`config.mk`:
```
export PLATFORM = sky130hd
export DESIGN_NAME = acc_alu_core
export DESIGN_NICKNAME = d
export VERILOG_FILES = /design/src/rtl/acc_alu_pkg.sv /design/src/rtl/acc_alu_adder.sv /design/src/rtl/acc_alu_bitops.sv /design/src/rtl/acc_alu_decode.sv /design/src/rtl/acc_alu_core.sv
export SDC_FILE = /design/constraint.sdc
export NUM_CORES = 1
export LEC_CHECK = 0
export ABC_AREA = 1
export BUFFER_PORTS_ARGS = -buffer_cell sky130_fd_sc_hd__buf_2
export CAP_MARGIN = 20
export CORE_AREA = 2 2 87 89
export DETAILED_ROUTE_END_ITERATION = 7
export DIE_AREA = 0 0 89 91
export GPL_ROUTABILITY_DRIVEN = 0
export SLEW_MARGIN = 20
export SYNTH_ARGS = -nofsm -noshare
export SYNTH_HDL_FRONTEND = slang
export SYNTH_HIERARCHICAL = 1
export SYNTH_SLANG_ARGS = --single-unit
export TNS_END_PERCENT = 50
```
`constraint.sdc`:
```
create_clock -name clk -period 2.95 [get_ports clk]
set_clock_uncertainty 0.05 [all_clocks]
set_input_delay 0 -clock clk [delete_from_list [all_inputs] [get_ports clk]]
set_output_delay 0 -clock clk [all_outputs]
set_load 0.05 [all_outputs]
```
`src/rtl/acc_alu_pkg.sv`:
```
// Package: shared operation codes and status-bit positions for the
// accumulator ALU. Assumes an 8-bit status register.
package acc_alu_pkg;

    typedef enum logic [2:0] {
        OP_ADD_WF  = 3'd0,
        OP_DEC_F   = 3'd1,
        OP_MOVE_F  = 3'd2,
        OP_CLEAR_F = 3'd3,
        OP_BIT_CLR = 3'd4,
        OP_BIT_TST = 3'd5,
        OP_LOAD_L  = 3'd6,
        OP_ADD_L   = 3'd7
    } alu_op_t;

    localparam int STAT_W  = 8;
    localparam int FLG_C   = 0;
    localparam int FLG_DC  = 1;
    localparam int FLG_Z   = 2;
    localparam int FLG_OV  = 3;
    localparam int FLG_N   = 4;
    localparam int FLG_CNT = 5;

endpackage

```
`src/rtl/acc_alu_adder.sv`:
```
// Module: two-operand adder producing the sum with carry, half carry and
// signed overflow. Assumes DATA_W is even so the low half is a nibble-style
// split at DATA_W/2.
module acc_alu_adder #(
    parameter int DATA_W = 8
) (
    input  logic [DATA_W-1:0] a_i,
    input  logic [DATA_W-1:0] b_i,
    output logic [DATA_W-1:0] sum_o,
    output logic              carry_o,
    output logic              half_carry_o,
    output logic              ovf_o
);
    localparam int HALF_W = DATA_W / 2;

    logic [DATA_W:0] full_sum;
    logic [HALF_W:0] low_sum;

    // Purpose: full-width and low-half additions.
    always_comb begin
        full_sum = {1'b0, a_i} + {1'b0, b_i};
        low_sum  = {1'b0, a_i[HALF_W-1:0]} + {1'b0, b_i[HALF_W-1:0]};
    end

    // Purpose: flag extraction from the additions.
    always_comb begin
        sum_o        = full_sum[DATA_W-1:0];
        carry_o      = full_sum[DATA_W];
        half_carry_o = low_sum[HALF_W];
        ovf_o        = (a_i[DATA_W-1] == b_i[DATA_W-1]) &&
                       (full_sum[DATA_W-1] != a_i[DATA_W-1]);
    end

    // overflow only when operands agree in sign and the sum sign differs
    always_comb begin
        add_ovf_sign_chk: assert (!ovf_o || (a_i[DATA_W-1] == b_i[DATA_W-1] &&
                                  sum_o[DATA_W-1] != b_i[DATA_W-1]))
            else $error("overflow flag inconsistent with operand signs");
    end

endmodule

```
`src/rtl/acc_alu_bitops.sv`:
```
// Module: bit-clear and bit-test of the file operand at a given index.
// Assumes the index is always within the operand width.
module acc_alu_bitops #(
    parameter int DATA_W = 8,
    parameter int IDX_W  = $clog2(DATA_W)
) (
    input  logic [DATA_W-1:0] f_i,
    input  logic [IDX_W-1:0]  idx_i,
    output logic [DATA_W-1:0] cleared_o,
    output logic              bit_val_o
);
    logic [DATA_W-1:0] sel_mask;

    // Purpose: one-hot decoder of the bit index, one slice per bit.
    for (genvar g = 0; g < DATA_W; g++) begin : g_mask
        assign sel_mask[g] = (idx_i == IDX_W'(g));
    end

    // Purpose: clear the selected bit and pick it out for testing.
    always_comb begin
        cleared_o = f_i & ~sel_mask;
        bit_val_o = |(f_i & sel_mask);
    end

    // bit-clear touches at most one bit and leaves it zero
    always_comb begin
        bit_clr_single_chk: assert ($countones(cleared_o ^ f_i) <= 1 &&
                                    (cleared_o & sel_mask) == '0)
            else $error("bit clear changed more than the selected bit");
    end

endmodule

```
`src/rtl/acc_alu_decode.sv`:
```
// Module: turns the operation code and destination bit into write enables
// and flag-update classes. Assumes op codes from acc_alu_pkg.
module acc_alu_decode
    import acc_alu_pkg::*;
(
    input  alu_op_t op_i,
    input  logic    dest_i,
    output logic    wr_w_o,
    output logic    wr_f_o,
    output logic    upd_all_o,
    output logic    upd_zn_o
);
    // Purpose: per-operation destination and flag class.
    always_comb begin
        wr_w_o    = 1'b0;
        wr_f_o    = 1'b0;
        upd_all_o = 1'b0;
        upd_zn_o  = 1'b0;
        unique case (op_i)
            OP_ADD_WF, OP_DEC_F: begin
                wr_w_o    = !dest_i;
                wr_f_o    = dest_i;
                upd_all_o = 1'b1;
            end
            OP_MOVE_F: begin
                wr_w_o   = !dest_i;
                wr_f_o   = dest_i;
                upd_zn_o = 1'b1;
            end
            OP_CLEAR_F: begin
                wr_f_o   = 1'b1;
                upd_zn_o = 1'b1;
            end
            OP_BIT_CLR: wr_f_o = 1'b1;
            OP_BIT_TST: ;
            OP_LOAD_L:  wr_w_o = 1'b1;
            OP_ADD_L: begin
                wr_w_o    = 1'b1;
                upd_all_o = 1'b1;
            end
            default: ;
        endcase
    end

    // a result never goes to both W and f
    always_comb begin
        dest_excl_chk: assert (!(wr_w_o && wr_f_o))
            else $error("result routed to both destinations");
    end

endmodule

```
`src/rtl/acc_alu_core.sv`:
```
// Module: accumulator ALU top. Holds W and the status register, selects
// adder operands, muxes the result and routes it to W or the file port.
// Assumes the file operand is valid whenever exec_i is high.
module acc_alu_core
    import acc_alu_pkg::*;
#(
    parameter int DATA_W = 8,
    parameter int IDX_W  = $clog2(DATA_W)
) (
    input  logic              clk,
    input  logic              rst_n,
    input  logic              exec_i,
    input  logic [2:0]        op_i,
    input  logic              dest_i,
    input  logic [DATA_W-1:0] file_rd_i,
    input  logic [DATA_W-1:0] lit_i,
    input  logic [IDX_W-1:0]  bit_idx_i,
    output logic [DATA_W-1:0] w_o,
    output logic [STAT_W-1:0] status_o,
    output logic              file_we_o,
    output logic [DATA_W-1:0] file_wr_o,
    output logic              skip_o,
    output logic              br_nz_o,
    output logic              br_ov_o
);
    alu_op_t           op;
    logic [DATA_W-1:0] w_q;
    logic [FLG_CNT-1:0] flags_q, flags_d;
    logic [DATA_W-1:0] add_a, add_b, add_sum, bclr_res, result;
    logic              add_c, add_dc, add_ov, bit_val;
    logic              wr_w, wr_f, upd_all, upd_zn;
    logic              res_zero;

    assign op = alu_op_t'(op_i);

    acc_alu_decode u_decode (
        .op_i      (op),
        .dest_i    (dest_i),
        .wr_w_o    (wr_w),
        .wr_f_o    (wr_f),
        .upd_all_o (upd_all),
        .upd_zn_o  (upd_zn)
    );

    // Purpose: adder operand selection (decrement adds all-ones).
    always_comb begin
        add_a = (op == OP_DEC_F) ? file_rd_i : w_q;
        unique case (op)
            OP_ADD_WF: add_b = file_rd_i;
            OP_DEC_F:  add_b = '1;
            default:   add_b = lit_i;
        endcase
    end

    acc_alu_adder #(.DATA_W(DATA_W)) u_adder (
        .a_i          (add_a),
        .b_i          (add_b),
        .sum_o        (add_sum),
        .carry_o      (add_c),
        .half_carry_o (add_dc),
        .ovf_o        (add_ov)
    );

    acc_alu_bitops #(.DATA_W(DATA_W), .IDX_W(IDX_W)) u_bitops (
        .f_i       (file_rd_i),
        .idx_i     (bit_idx_i),
        .cleared_o (bclr_res),
        .bit_val_o (bit_val)
    );

    // Purpose: result multiplexer.
    always_comb begin
        unique case (op)
            OP_ADD_WF, OP_DEC_F, OP_ADD_L: result = add_sum;
            OP_CLEAR_F:                    result = '0;
            OP_BIT_CLR:                    result = bclr_res;
            OP_LOAD_L:                     result = lit_i;
            default:                       result = file_rd_i;
        endcase
        res_zero = (result == '0);
    end

    // Purpose: next flag value from the operation's update class.
    always_comb begin
        flags_d = flags_q;
        if (upd_all) begin
            flags_d[FLG_C]  = add_c;
            flags_d[FLG_DC] = add_dc;
            flags_d[FLG_OV] = add_ov;
        end
        if (upd_all || upd_zn) begin
            flags_d[FLG_Z] = res_zero;
            flags_d[FLG_N] = result[DATA_W-1];
        end
    end

    // Purpose: W and status registers with synchronous reset.
    always_ff @(posedge clk) begin
        if (!rst_n) begin
            w_q     <= '0;
            flags_q <= '0;
        end else if (exec_i) begin
            if (wr_w) w_q <= result;
            flags_q <= flags_d;
        end
    end

    // Purpose: output drive.
    always_comb begin
        w_o       = w_q;
        status_o  = {{(STAT_W-FLG_CNT){1'b0}}, flags_q};
        file_we_o = exec_i && wr_f;
        file_wr_o = result;
        skip_o    = exec_i && (op == OP_BIT_TST) && !bit_val;
        br_nz_o   = !flags_q[FLG_Z];
        br_ov_o   = flags_q[FLG_OV];
    end


    reset_clear_chk: assert property (@(posedge clk)
        !rst_n |=> (w_o == '0 && status_o == '0))
        else $error("reset did not clear W and status");


    status_upper_zero_chk: assert property (@(posedge clk) disable iff (!rst_n)
        status_o[STAT_W-1:FLG_CNT] == '0)
        else $error("unused status bits set");


    idle_hold_chk: assert property (@(posedge clk) disable iff (!rst_n)
        !exec_i |=> ($stable(w_o) && $stable(status_o)))
        else $error("state changed without execute");


    skip_no_write_chk: assert property (@(posedge clk) disable iff (!rst_n)
        skip_o |-> (!file_we_o) ##1 ($stable(w_o) && $stable(status_o)))
        else $error("bit test wrote state");


    bit_clr_flags_chk: assert property (@(posedge clk) disable iff (!rst_n)
        (exec_i && op == OP_BIT_CLR) |=> $stable(status_o))
        else $error("bit clear changed flags");


    file_we_exec_chk: assert property (@(posedge clk) disable iff (!rst_n)
        file_we_o |-> exec_i)
        else $error("file write without execute");

endmodule

```
* Word-level counts from Yosys, hierarchy flattened
Index checks and enable logic that the tools add are counted.
Cells by class: $add $sub $neg 2, $mul 0, div/mod/pow operators 0, $lt $le $gt $ge 0, equality and inequality tests 16, shift operators 0, mux-type cells 7, bitwise logic cells 3, reductions and logical operators 20
Operators with widths (number):
- one-hot mux 8 bit (4 select lines) | 1
- == test 3 bit (second input constant) | 8
- AND 8 bit | 2
- one-hot mux 8 bit (2 select lines) | 1
- == test 3 x 2 -> 1 bit (second input constant) | 4
- adder 8 x 8 -> 9 bit | 1
- logical NOT 8 bit | 1
- two-way mux 8 bit | 1
- NOT 8 bit | 1
- OR reduction 8 bit | 1
- == test 3 x 1 -> 1 bit (second input constant) | 2
- logical NOT 3 bit | 2
- AND reduction 2 bit | 3
- OR reduction 2 bit | 3
- OR reduction 3 bit | 2
- adder 4 x 4 -> 5 bit | 1
- logical AND 1 bit | 4
- one-hot mux 1 bit (2 select lines) | 2
- logical NOT 1 bit | 3
- two-way mux 1 bit | 2
- == test 1 bit | 1
- logical OR 1 bit | 1
- != test 1 bit | 1
Word-level totals: register bits after elaboration 13, latch bits 0, memory bits (writable) 0, bits in read-only memories 0, input bits 26, output and inout port bits 28, logic and storage cells 51, memories 0

* Longest topological paths before layout
Gate-level depths: netlist of the first run.
depth in word-level cells 5, depth in mapped cells 20, gate-level depth less buffers 19

* Modules after synthesis
The synthesis of the first run kept the hierarchy.
By module, submodules not included:
- acc_alu_core | instances 1, cells each 197, area an instance 1114.8 um^2, sequential area each 260.2 um^2
- acc_alu_adder | instances 1, cells each 55, area an instance 370.4 um^2, sequential area each 0.0 um^2
- acc_alu_bitops | instances 1, cells each 36, area an instance 219.0 um^2, sequential area each 0.0 um^2
- acc_alu_decode | instances 1, cells each 13, area an instance 53.8 um^2, sequential area each 0.0 um^2

* Worst setup path before layout of the first run
Ideal clock, no wire load.
kind input to register, from input port op_i[2], to register w_q[6], in the netlist w_o[6], library setup time 0.121 ns, arrival time 2.809 ns, data required time 2.779 ns, path slack -0.030 ns, cell stages on the path 17, buffers on the path 2, cell sequence buf_4 -> inv_1 -> nand2_4 -> clkinv_1 -> nand2_1 -> buf_2 -> o21ai_0 -> ha_1 -> fa_1 -> nand3_1 -> a21oi_2 -> o21bai_1 -> nand2_1 -> nand2_1 -> nand4_1 -> o21ai_0 -> inv_1
On the way: word-level cells in the longest chain between the ends 4, elaborated cells on any way between the ends 16, classes of those cells add/sub: 1; eq/ne: 6; mux: 4; reduce/logical: 5
RTL lines:
- start, declared | line acc_alu_core.sv:13 | input logic [2:0] op_i,
- == test 3 x 1 -> 1 bit | line acc_alu_core.sv:47 | add_a = (op == OP_DEC_F) ? file_rd_i : w_q;
- two-way mux 8 bit | line acc_alu_core.sv:47
- named net add_a[0] | line acc_alu_core.sv:29 | logic [DATA_W-1:0] add_a, add_b, add_sum, bclr_res, result;
- adder 8 x 8 -> 9 bit | line acc_alu_adder.sv:21 | full_sum = {1'b0, a_i} + {1'b0, b_i};
- named net add_sum[6] | line acc_alu_core.sv:29
- one-hot mux 8 bit (4 select lines) | line acc_alu_core.sv:73 | unique case (op)
- named net file_wr_o[6] | line acc_alu_core.sv:21 | output logic [DATA_W-1:0] file_wr_o,
- end signal, assigned | line acc_alu_core.sv:103 | if (wr_w) w_q <= result;
- end, declared | line acc_alu_core.sv:27 | logic [DATA_W-1:0] w_q;
The timed path passes the listed nets, and every way through them passes these cells. A chain may end at the register's enable or synchronous reset.

* Worst setup path after layout of the first run
from register w_q[0], in the netlist w_o[0], to output port file_wr_o[4]
On the way: word-level cells in the longest chain between the ends 3
RTL lines (line):
- two-way mux 8 bit | acc_alu_core.sv:47
- named net add_a[0] | acc_alu_core.sv:29
- adder 8 x 8 -> 9 bit | acc_alu_adder.sv:21
- named net add_sum[4] | acc_alu_core.sv:29
- one-hot mux 8 bit (4 select lines) | acc_alu_core.sv:73
- end, declared | acc_alu_core.sv:21
The timed path passes the listed nets, and every way through them passes these cells.

==> results of run 1 <==
-- sequential cells by signal, summed over array words and instances, names as in the netlist --
register / cells
flags_q: 5
w_o: 8
-- per-layer routing --
metal	global-route usage, %	part of all wire [%]	wire length [um]	vias up
li1	-	-	-	1051
met1	17.6	46	2420	902
met2	22.9	49	2580	71
met3	1.91	4.6	246	8
met4	2.74	1.2	65	0
met5	0	0	0	-
-- per-stage QoR --
step	worst slack (ps)	std cells	total power, uW	TNS, ps
after detailed placement	433	441	641	0
after global placement	504	441	642	0
after global routing	309	445	858	0
after CTS	553	445	802	0
after floorplan	-14.3	303	544	-14.3
final	534	445	799	0
-- where the power goes --
part,switching (uW),total (uW),internal [uW]
logic,323,447,124
clock network,60.5,156,95.3
registers,8.45,196,187
-- synthesized netlist by cell type, types with 3 or more instances --
cell,instances
o21ai_0,23
buf_2,3
ha_1,8
nand3_1,17
nand2_2,4
nand4_1,17
a31oi_1,9
nand2_1,69
inv_1,49
o31ai_1,4
a21oi_1,4
inv_2,4
a21oi_2,3
dfxtp_1,13
nor2_1,39
xor2_1,5
buf_4,6
buf_6,4
-- cells by family after synthesis --
kind of cell    Yosys count  synth area share (%)
compound gates           48                  16.5
buf+inv                  70                  18.3
fa+ha+maj                 9                  6.83
flops                    13                  14.8
simple gates            155                  40.9
other cells               1                 0.213
xor+xnor                  5                  2.49
-- path summary, 6_finish.rpt --
kind | start | end | slack [ps] | cells after the start
max reg2reg | w_o[0]$_SDFFE_PN0P_ | flags_q[2]$_SDFFE_PN0P_ | 640 | 14
min | rst_n | w_o[3]$_SDFFE_PN0P_ | 30 | 3
max | w_o[0]$_SDFFE_PN0P_ | file_wr_o[4] | 530 | 12
min reg2reg | flags_q[0]$_SDFFE_PN0P_ | flags_q[0]$_SDFFE_PN0P_ | 440 | 2
-- worst max-delay path, cell delays in order, from the launching register on --
cell	delay [ps]
dfxtp_1	330
nand2_1	80
o21ai_0	90
ha_1	250
fa_1	410
nand3_1	140
nand2_2	90
xor2_1	150
nand2_1	60
nand3_1	70
nor2_1	170
inv_1	70
buf_2	210
-- area by class of cell --
class | count | share of cell area [%]
clock buffers | 4 | 2.14
inverters | 55 | 9.94
multi-input cells | 220 | 56.3
flip-flops and latches | 13 | 12.4
well taps | 99 | 5.89
repair buffers | 54 | 13.3
==> results.toml, run 1 <==
[run_status]
outcome = "finished, final reports clean"

[synthesis]
synth_top_area_share_pct = 14.8
syn_area_um2 = 1760
synthFlopType = "dfxtp_1"
yosysSeqAreaShare_pct = 14.8
synth_cell_type_count = 34
yosysTopAreaCell = "dfxtp_1"
synth-edff-count = 0
synth_seq_cells = 13
netlist_top_cells_area = "dfxtp_1 15%, nand2_1 15%, inv_1 10%"
ys_warn_count = 6
syn_avg_cell_area_um2 = 5.84
ys_async_sr_fraction_pct = 0
synthCells = 301

[clocking]
cts_sinks = 13
cts_resized = 0
postCtsSetupBuffers = 0
clock_path_buffers = 2
hold_buffers = 0
tritoncts = "done"
numCtsBuffers = 3
clk_latency_ps = 240
clkTransAtPathRegs_ps = 50
cts_root_buffer = "clkbuf_8"
htree_levels = 1

[global_route]
grt_pass1_vias = 1883
grt_pass1_wl_um = 8740
grt_util_all_layers_pct = 13.3
gr-total-overflow = 0
antenna_found_initial = 0
grt_max_degree = 23

[floorplan]
pin_count = 54
core_um2 = 7140
fp-row-count = 31
die_w_um = 89
fp.dieH_um = 91
start_util_pct = 24.6
dieArea_um2 = 8100

[place]
dp_hpwl_um = 4300
place_area_um2 = 2060
io_buffers = 50

[job]
maxCapViolations = 0

[layout]
final_cell_mix = "69 x nand2_1, 50 x buf_2, 49 x inv_1, 39 x nor2_1, 22 x o21ai_0"
fillCellCount = 831
final_common_cell = "nand2_1"
fin_util_pct = 29.5
seqCellArea_um2 = 260
drive_gt1_share_pct = 22.5
fin_area_um2 = 2100
layout.nets = 382
multi_input_comb_area_um2 = 1180
syn2layout_area_growth_pct = 19.6
antenna_cells = 0

[setup_path]
cp_max_fo = 3
worst_setup_path_start_kind = "flip-flop"
critPathKind = "flip-flop to output pin"
required_ps = 2900
end_kind = "output pin"
critical_path_arrival_ps = 2370

[timing]
drv_slew = 0
rsz0062_at_grt = "false"
setup_viol = 0
final_hold_viol_count = 0
fmax_ghz = 0.414
whs_ps = 34.9
fin_crit_sh_pct = 81.9
timing.final.crit_period_ps = 2420

[route]
antenna_left = 0
drt-total-wl_um = 5320
first_pass_iters = 5
wl_per_cell_um = 11.9
drt_iter0_markers = 195
avgViaCountPerCell = 4.57
drc = 0
vias = 2032

[min_path]
min_path_type = "primary input to flip-flop"

[power_and_ir_drop]
vdd_ir_drop_max_uv = 234
leakage_uw = 0.00121
power-per-cell-area_nw_per_um2 = 380
Note: power is estimated with default switching activity, not from simulation.
==> run 2: changes to the inputs <==
Settings changed: ABC_AREA 1 to 0.
Clock period 2.95 ns to 2.2 ns, I/O delays scaled along.
==> run 2 against run 1 <==
  * The run now ends with setup timing left
  * Sequential share of layout area fell by 3.3 points
  * Final cell count fell by 2.7%
  * Count of clock-buffer cells in the layout did not move
  * Non-clock buffer count up 60
  * Utilization up 11 points
  * Critical path depth unchanged
  * Clock power increased by 47%
  * Wire length is 23% higher
  * Largest power group unchanged
==> results.toml, run 2 <==
[layout]
final_cell_mix = "61 x buf_4, 42 x buf_2, 26 x nor2_1, 22 x a21oi_1, 17 x nand2_1"
drive_gt1_share_pct = 54.2
fin_util_pct = 40.4
antenna_cells = 0
final_common_cell = "buf_4"
syn2layout_area_growth_pct = 64.8
fin_cells = 433
largest_reg_flops = 8
fin_area_um2 = 2890
layout.nets = 370

[min_path]
min_from = "rst_n"
min_path_type = "primary input to flip-flop"

[power_and_ir_drop]
leakage_uw = 0.00130
vdd_ir_drop_max_uv = 182
power-per-cell-area_nw_per_um2 = 563

[job]
maxCapViolations = 0

[global_route]
gr-total-overflow = 0
grt_pass1_wl_um = 10200
grt_max_degree = 24
grt_pass1_vias = 2006
antenna_found_initial = 0
grt_util_all_layers_pct = 15.9

[setup_path]
critPathKind = "flip-flop to flip-flop"
reg2reg_to = "flags_q[2]$_SDFFE_PN0P_"
cp_max_fo = 2
worstPathCellList = "mux2_4 -> ha_4 -> fa_2 -> a21oi_4 -> o21ai_2 -> a21oi_2 -> xnor2_2 -> or2_0 -> a21o_1 -> o2111a_1 -> or4_4 -> o32ai_2"
crit_path_end = "flags_q[2]$_SDFFE_PN0P_"
end_kind = "flip-flop"
critPathSlowestCell = "or4_4"
cp_slowest_stage_delay_ps = 480
rr_worst_depth = 12
rrSetupSlack_ps = -860
r2r_start = "w_o[0]$_SDFFE_PN0P_"
crit_start = "w_o[0]$_SDFFE_PN0P_"
worst_setup_path_start_kind = "flip-flop"
critical_path_arrival_ps = 3170
required_ps = 2310

[synthesis]
synth-compound-area-share_pct = 26.7
synthTopCellsByCount = "28 x a21oi_1, 28 x nor2_1, 20 x nand2_1"
yosysSeqAreaShare_pct = 14.9
syn_avg_cell_area_um2 = 7.65
synth_top_family_by_area = "compound AO/OA/AOI/OAI gates"
yosysTopAreaCell = "dfxtp_1"
synthCells = 229
netlist_top_cells_area = "dfxtp_1 15%, a21oi_1 8.0%, nor2_1 6.0%"
ys_async_sr_fraction_pct = 0
syn_area_um2 = 1750
synth_cell_type_count = 55
synth-adder-area-share_pct = 6.86
synthXorXnorAreaFrac_pct = 3.00
synth_seq_cells = 13
synthMuxAreaShare_pct = 17.6
synth_top_area_share_pct = 14.9
synth-edff-count = 0
ys_warn_count = 6
synthFlopType = "dfxtp_1"
synth-simple-area-share_pct = 22.3

[route]
antenna_left = 0
drt-total-wl_um = 6520
drc = 0
avgViaCountPerCell = 4.87
drt_iter0_markers = 103
wl_per_cell_um = 15.0
vias = 2110
first_pass_iters = 4

[place]
place_inst = 420
dp_hpwl_um = 5200
place_area_um2 = 2590
io_buffers = 50

[clocking]
clock_path_buffers = 2
cts_sinks = 13
clk_latency_ps = 250
htree_levels = 1
clkTransAtPathRegs_ps = 60
numCtsBuffers = 3
tritoncts = "done"
hold_buffers = 0
cts_root_buffer = "clkbuf_8"

[timing]
final_hold_viol_count = 0
timing.final.crit_period_ps = 3060
setup_tns_ps = -8540
setup_viol = 16
drv_slew = 0
fin_crit_sh_pct = 139
fmax_ghz = 0.327
rsz0062_at_grt = "true"
setup_ws_ps = -861

[floorplan]
fp.dieH_um = 91
pin_count = 54
die_w_um = 89
dieArea_um2 = 8100
core_um2 = 7140
start_util_pct = 24.5
fp-row-count = 31

[run_status]
outcome = "finished, violations left"
violations = "setup timing"
==> run 2: changes by cell type after synthesis, moves of 5 or more <==
cell,previous run,this run
nand2_1,69,20
inv_1,49,15
a21oi_1,4,28
o21ai_0,23,3
nand4_1,17,3
nand3_1,17,4
nor2_1,39,28
mux2_2,0,9
a211oi_1,0,7
a31oi_1,9,4
and2_1,0,5
mux2i_1,0,5
==> run 2: cell families (layout without fill, tap and decap cells) <==
group                    after synthesis  in the layout
AO/OA/AOI/OAI                         69             69
buffers and inverters                 30            133
AND/OR/NAND/NOR                       80             80
other                                  1              3
multiplexers                          21             21
flip-flops                            13             13
XOR/XNOR                               6              6
adder cells (fa/ha/maj)                9              9
==> run 2: final cells by class <==
cell class / instances / area [um^2]
Fill cell: 719 / 4250
Multi-Input combinational cell: 188 / 1600
Timing Repair Buffer: 114 / 800
Sequential cell: 13 / 262
Tap cell: 99 / 124
Inverter: 15 / 58.8
Clock buffer: 4 / 45.0
==> run 2: critical path, delay by kind of cell (launching register included) <==
kind	cells	cell delay, ps
adder cells (fa/ha/maj)	2	590
AND/OR/NAND/NOR	2	700
AO/OA/AOI/OAI	6	940
multiplexers	1	280
flip-flops	1	330
XOR/XNOR	1	90
==> run 2: metrics by stage <==
| step | power, uW | worst slack (ps) | hold slack (ps) |
|---|---|---|---|
| 6_report | 1630 | -861 | 17.4 |
| 5_1_grt | 1720 | -946 | 20.7 |
| 3_3_place_gp | 1220 | -941 | 254 |
| 2_1_floorplan | 882 | -1050 | 105 |
| 3_5_place_dp | 1220 | -986 | 265 |
| 4_1_cts | 1580 | -844 | 4.94 |
==> run 2: repair_timing <==
item                                    4_1_cts  5_1_grt
buffers inserted                              8        2
pin swaps                                    15       13
endpoints found under the setup margin       17       18
gates resized for setup                      34       14
==> run 2: power breakdown <==
group / total (uW) / internal (uW) / switching [uW]
Combinational: 1130 / 535 / 597
Sequential: 264 / 253 / 11.2
Clock: 229 / 128 / 101
Total: 1630 / 916 / 710
==> run 2: how the worst min path moves through the flow <==
stage	endpoint	slack, ps	cells past startpoint
3_3_place_gp	flags_q[2]$_SDFFE_PN0P_	250	3
5_1_grt	flags_q[2]$_SDFFE_PN0P_	20	3
3_5_place_dp	flags_q[2]$_SDFFE_PN0P_	270	3
2_1_floorplan	w_o[1]$_SDFFE_PN0P_	100	2
4_1_cts	flags_q[2]$_SDFFE_PN0P_	5	3
6_report	flags_q[2]$_SDFFE_PN0P_	20	3
==> run 2: per-layer routing <==
metal	vias to the layer above	global-route usage (%)	wire length, um
met3	6	2.09	324
met5	-	0	0
met1	1009	20.7	2760
li1	1040	-	-
met2	55	27.4	3350
met4	0	3.98	80
